[config.mk]
export PLATFORM = sky130hd
export DESIGN_NAME = ec_mode_ctrl
export DESIGN_NICKNAME = d
export VERILOG_FILES = /design/src/rtl/ec_mode_pkg.sv /design/src/rtl/ec_edge_sync.sv /design/src/rtl/ec_mode_regs.sv /design/src/rtl/ec_sample_mux.sv /design/src/rtl/ec_mode_ctrl.sv
export SDC_FILE = /design/constraint.sdc
export NUM_CORES = 1
export LEC_CHECK = 0
export ABC_CLOCK_PERIOD_IN_PS = 3660
export BUFFER_PORTS_ARGS = -buffer_cell sky130_fd_sc_hd__buf_2
export CAP_MARGIN = 20
export CORE_ASPECT_RATIO = 0.75
export CORE_MARGIN = 2
export CORE_UTILIZATION = 46
export DETAILED_ROUTE_END_ITERATION = 16
export HOLD_SLACK_MARGIN = 0.05
export PLACE_DENSITY = 0.81
export SLEW_MARGIN = 30
export SYNTH_ARGS = -nofsm -noshare
export SYNTH_HDL_FRONTEND = slang
export SYNTH_SLANG_ARGS = --single-unit
[constraint.sdc]
create_clock -name clk -period 3.66 [get_ports clk]
set_input_delay 0.732 -clock clk [delete_from_list [all_inputs] [get_ports clk]]
set_output_delay 0.732 -clock clk [all_outputs]
set_load 0.005 [all_outputs]
[src/rtl/ec_mode_pkg.sv]
package ec_mode_pkg;

    typedef struct packed {
        logic clip;
        logic thru;
        logic freeze;
        logic slave;
    } mode_t;

    localparam mode_t MODE_DEFAULT = '0;

endpackage

[src/rtl/ec_edge_sync.sv]
module ec_edge_sync #(
    parameter int   STAGES      = 2,
    parameter logic RESET_VAL   = 1'b1,
    parameter bit   DETECT_RISE = 1'b0
) (
    input  logic clk,
    input  logic rst_n,
    input  logic async_in,
    output logic edge_o
);
    localparam int LAST = STAGES - 1;

    typedef struct packed {
        logic [STAGES-1:0] chain;
        logic              prev;
    } sync_t;

    sync_t st_d, st_q;

    always_comb begin
        st_d = st_q;
        if (STAGES > 1) begin
            st_d.chain = {st_q.chain[STAGES-2:0], async_in};
        end else begin
            st_d.chain[0] = async_in;
        end
        st_d.prev = st_q.chain[LAST];
    end

    always_ff @(posedge clk or negedge rst_n) begin
        if (!rst_n) begin
            st_q <= {(STAGES + 1){RESET_VAL}};
        end else begin
            st_q <= st_d;
        end
    end

    generate
        if (DETECT_RISE) begin : g_rise
            assign edge_o = st_q.chain[LAST] & ~st_q.prev;
        end else begin : g_fall
            assign edge_o = ~st_q.chain[LAST] & st_q.prev;
        end
    endgenerate

endmodule

[src/rtl/ec_mode_regs.sv]
module ec_mode_regs
    import ec_mode_pkg::*;
(
    input  logic  clk,
    input  logic  rst_n,
    input  logic  capture,
    input  logic  pin_clip,
    input  logic  pin_thru,
    input  logic  pin_freeze,
    input  logic  pin_slave,
    output mode_t mode_o,
    output logic  clr_o
);
    typedef struct packed {
        mode_t mode;
        logic  clr;
    } regs_t;

    regs_t r_d, r_q;

    always_comb begin
        r_d     = r_q;
        r_d.clr = 1'b0;
        if (capture) begin
            r_d.mode.slave  = pin_slave;
            r_d.mode.thru   = pin_thru;
            r_d.mode.clip   = pin_clip & ~pin_slave;
            r_d.mode.freeze = pin_freeze & ~pin_slave;
            r_d.clr         = pin_thru & ~r_q.mode.thru;
        end
    end

    always_ff @(posedge clk or negedge rst_n) begin
        if (!rst_n) begin
            r_q.mode <= MODE_DEFAULT;
            r_q.clr  <= 1'b0;
        end else begin
            r_q <= r_d;
        end
    end

    assign mode_o = r_q.mode;
    assign clr_o  = r_q.clr;

endmodule

[src/rtl/ec_sample_mux.sv]
module ec_sample_mux #(
    parameter int SAMPLE_W = 8,
    parameter int N_DIR    = 2
) (
    input  logic                clk,
    input  logic                rst_n,
    input  logic                stb,
    input  logic                thru,
    input  logic [SAMPLE_W-1:0] raw_i  [N_DIR],
    input  logic [SAMPLE_W-1:0] proc_i [N_DIR],
    output logic [SAMPLE_W-1:0] out_o  [N_DIR]
);
    genvar g;
    generate
        for (g = 0; g < N_DIR; g++) begin : g_dir
            logic [SAMPLE_W-1:0] word_d, word_q;

            always_comb begin
                word_d = word_q;
                if (stb) begin
                    word_d = thru ? raw_i[g] : proc_i[g];
                end
            end

            always_ff @(posedge clk or negedge rst_n) begin
                if (!rst_n) begin
                    word_q <= '0;
                end else begin
                    word_q <= word_d;
                end
            end

            assign out_o[g] = word_q;
        end
    endgenerate

endmodule

[src/rtl/ec_mode_ctrl.sv]
module ec_mode_ctrl
    import ec_mode_pkg::*;
#(
    parameter int SAMPLE_W    = 8,
    parameter int SYNC_STAGES = 2
) (
    input  logic                clk,
    input  logic                rst_n,
    input  logic                load_n,
    input  logic                pin_clip,
    input  logic                pin_thru,
    input  logic                pin_freeze,
    input  logic                pin_slave,
    input  logic                sample_stb,
    input  logic [SAMPLE_W-1:0] rin,
    input  logic [SAMPLE_W-1:0] sin,
    input  logic [SAMPLE_W-1:0] rproc,
    input  logic [SAMPLE_W-1:0] sproc,
    output logic [SAMPLE_W-1:0] rout,
    output logic [SAMPLE_W-1:0] sout,
    output logic                clip_en,
    output logic                thru_mode,
    output logic                adapt_en,
    output logic                slave_role,
    output logic                coef_clr
);
    localparam int N_DIR = 2;

    logic  load_fall, rst_rise, capture;
    mode_t mode;
    logic [SAMPLE_W-1:0] raw_w  [N_DIR];
    logic [SAMPLE_W-1:0] proc_w [N_DIR];
    logic [SAMPLE_W-1:0] out_w  [N_DIR];

    ec_edge_sync #(
        .STAGES      (SYNC_STAGES),
        .RESET_VAL   (1'b1),
        .DETECT_RISE (1'b0)
    ) u_load_sync (
        .clk      (clk),
        .rst_n    (rst_n),
        .async_in (load_n),
        .edge_o   (load_fall)
    );

    ec_edge_sync #(
        .STAGES      (SYNC_STAGES),
        .RESET_VAL   (1'b0),
        .DETECT_RISE (1'b1)
    ) u_rst_sync (
        .clk      (clk),
        .rst_n    (rst_n),
        .async_in (1'b1),
        .edge_o   (rst_rise)
    );

    assign capture = load_fall | rst_rise;

    ec_mode_regs u_regs (
        .clk        (clk),
        .rst_n      (rst_n),
        .capture    (capture),
        .pin_clip   (pin_clip),
        .pin_thru   (pin_thru),
        .pin_freeze (pin_freeze),
        .pin_slave  (pin_slave),
        .mode_o     (mode),
        .clr_o      (coef_clr)
    );

    assign raw_w[0]  = rin;
    assign raw_w[1]  = sin;
    assign proc_w[0] = rproc;
    assign proc_w[1] = sproc;

    ec_sample_mux #(
        .SAMPLE_W (SAMPLE_W),
        .N_DIR    (N_DIR)
    ) u_mux (
        .clk    (clk),
        .rst_n  (rst_n),
        .stb    (sample_stb),
        .thru   (mode.thru),
        .raw_i  (raw_w),
        .proc_i (proc_w),
        .out_o  (out_w)
    );

    assign rout       = out_w[0];
    assign sout       = out_w[1];
    assign clip_en    = mode.clip;
    assign thru_mode  = mode.thru;
    assign slave_role = mode.slave;
    assign adapt_en   = ~(mode.freeze | mode.thru);

endmodule

==> impl_metrics.tcl <==
set metrics [dict create \
    rsz0062_at_grt "false" \
    hold_path.class "reg2reg" \
    die_y_um 46.9 \
    drv_slew 0 \
    hp-start "u_load_sync.st_d[2]$_DFF_PN1_" \
    synth_edf_count 0 \
    p_per_area_nw_per_um2 414 \
    status "completed" \
    r2r_slack_ns 2.16 \
    rr_endpoint "u_mux.g_dir[0].word_q[3]$_DFFE_PN0P_" \
    fin_worst_skew_ns 0.00466 \
    clock_latency_ns 0.32 \
    grt_first_pass_wirelength_um 3460 \
    irDropWorstVdd_mv 0.242 \
    switchingPower_uw 158 \
    switching_share 0.262 \
    clkSinkCount 27 \
    initial_utilization 0.488 \
    drc_errors 0 \
    setup_tns_ns 0 \
    cts_made_buffers 3 \
    synth_nets 132 \
    drv_cap 0 \
    internal_power_uw 443 \
    area_growth_pct 28.7 \
    synth_top_area_share 0.533 \
    synth_area_leaders "dfrtp_1 (53%), mux2i_1 (14%), a21oi_1 (7.1%)" \
    grt_max_degree 33 \
    path_max_fanout 20 \
    critPathKind "reg2out" \
    min_path_cells 0 \
    finalSetupViolCount 0 \
    fin_util 0.629 \
    synth.distinct_cells 15 \
    cts_buffer_depth 2 \
    whs_ns 0.367 \
    yosys-top-cells-count "dfrtp_1 (24), nor2_1 (17), a21oi_1 (16), mux2i_1 (16), mux2_2 (4)" \
    cp-startpoint "u_regs.mode_o[2]$_DFFE_PN0P_" \
    period_share 0.629 \
    slowest_delay_ns 0.99 \
    synth_top_area_cell "dfrtp_1" \
    num_vias 856 \
    cts.reportedPaths.clkPinSlew_ns 0.13 \
    drt_iter0_markers 35 \
    static-leakage-power_uw 0.000749 \
    power_frac_clock 0.203 \
    ys.flop_type "dfrtp_1" \
    coreArea_um2 2310 \
    ys_seq_area_frac 0.603 \
    tightest_slew_ns 0.945 \
    yosysMostFrequentCell "dfrtp_1" \
    ios 61 \
    combPwrFrac 0.198 \
    wl_um 2290 \
    ff2ff_path_depth 2 \
    drive_above_1_share 0.477 \
    cts_resized 0 \
    async_flop_share 1.00 \
    wl_per_cell_um 12.4 \
    worstPathCellList "nor2_1, buf_2" \
    htreeDepth 1 \
    synth_seq_cells 27 \
    hold_path_end "u_load_sync.st_d[0]$_DFF_PN1_" \
    hold_buffers 0 \
    cp_slowest_cell "dfrtp_1" \
    cp-start-kind "register" \
    fin_nets 192 \
    ys.warnings.count 0 \
    die_area_um2 2870 \
    end_kind "primary output" \
    synthCells 92 \
    syn_area_um2 1130 \
    pwr-share-seq 0.599 \
    cts_tree "yes" \
    post_cts.repair.setup_buffers 0 \
    cp.arrival_ns 1.57 \
    n_antenna_cell 0 \
    gp_congestion 0.615 \
    post-dp-hpwl_um 1760 \
    first_pass_iters 4 \
    cts_root_buf "clkbuf_4" \
    avgViaCountPerCell 4.63 \
    antenna_left 0 \
    row_count 15 \
    critical_path_required_ns 2.93 \
    grt_pass1_vias 800 \
    gr-usage-all-layers 0.172 \
    finalCriticalPeriod_ns 2.30 \
    relSlewSlack 0.370 \
    antenna_found_initial 0 \
    regToRegStartpoint "u_regs.mode_o[2]$_DFFE_PN0P_" \
    hold_viol_final 0 \
    portBuffers 60 \
    avgSynthCellArea_um2 12.3 \
    max_freq_mhz 434 \
    overflow 0 \
    fp.dieW_um 61.2 \
]
## worst max-delay path: cells and delay by family, from the launching register on
family,cells,cell delay (ns)
DFF,1,0.99
buffers and inverters,1,0.16
and+or+nand+nor,1,0.10
## flip-flops by register name (all words and copies together), names as in the netlist
| signal | count |
|---|---|
| u_load_sync.st_q | 1 |
| u_load_sync.st_d | 2 |
| u_regs.mode_o | 4 |
| u_regs.clr_o | 1 |
| u_rst_sync.st_d | 2 |
| u_mux.g_dir.word_q | 16 |
| u_rst_sync.st_q | 1 |
## area by class of cell
type | count | area (um2)
timing repair buffer | 60 | 300
fill | 189 | 857
tap | 34 | 42.5
multi-input combinational | 58 | 395
sequential | 27 | 679
clock buffer | 4 | 26.3
inverter | 2 | 7.51
## cells by family (layout without fill, tap and decap cells)
family / count (synthesis) / count (layout) / synth area share
compound gates: 17 / 17 / 0.0888
mux: 20 / 20 / 0.182
simple gates: 20 / 20 / 0.0766
flops: 27 / 27 / 0.603
other cells: 1 / 1 / 0.00333
buf+inv: 7 / 66 / 0.0466
## how the worst max path moves through the flow
stage	slack, ns	endpoint
floorplan	2.14	adapt_en
global placement	1.76	adapt_en
detailed placement	1.68	adapt_en
CTS	1.31	adapt_en
global route	1.25	adapt_en
finish	1.36	adapt_en
## layout by cell type, fill, tap and decap left out, types with 2 or more instances in the layout
master / instances
buf_2: 60
dfrtp_1: 24
nor2_1: 17
mux2i_1: 16
a21oi_1: 16
mux2_2: 4
clkbuf_4: 3
dfstp_2: 3
inv_1: 2
nor2b_1: 2
## power groups by stage
| stage | Combinational [uW] | Clock [uW] | Sequential (uW) |
|---|---|---|---|
| 2_1_floorplan | 72.2 | 0 | 357 |
| 3_3_place_gp | 116 | 0 | 364 |
| 3_5_place_dp | 121 | 0 | 366 |
| 4_1_cts | 122 | 131 | 360 |
| 5_1_grt | 133 | 147 | 365 |
| 6_report | 119 | 122 | 360 |
## layer usage
metal | part of all wire | up-vias | global-route usage
li1 | - | 429 | -
met1 | 0.41 | 401 | 0.196
met2 | 0.53 | 24 | 0.309
met3 | 0.045 | 2 | 0.0496
met4 | 0.011 | 0 | 0.0696
met5 | 0 | - | 0
## per-stage QoR
stage,total power [uW],setup WS (ns),cell area (um2),cells
after floorplan,429,2.14,1130,92
after global placement,480,1.76,1430,181
after detailed placement,488,1.68,1430,181
after CTS,613,1.31,1450,185
after global routing,645,1.25,1450,185
final,601,1.36,1450,185
(Power assumes the default switching activity.)
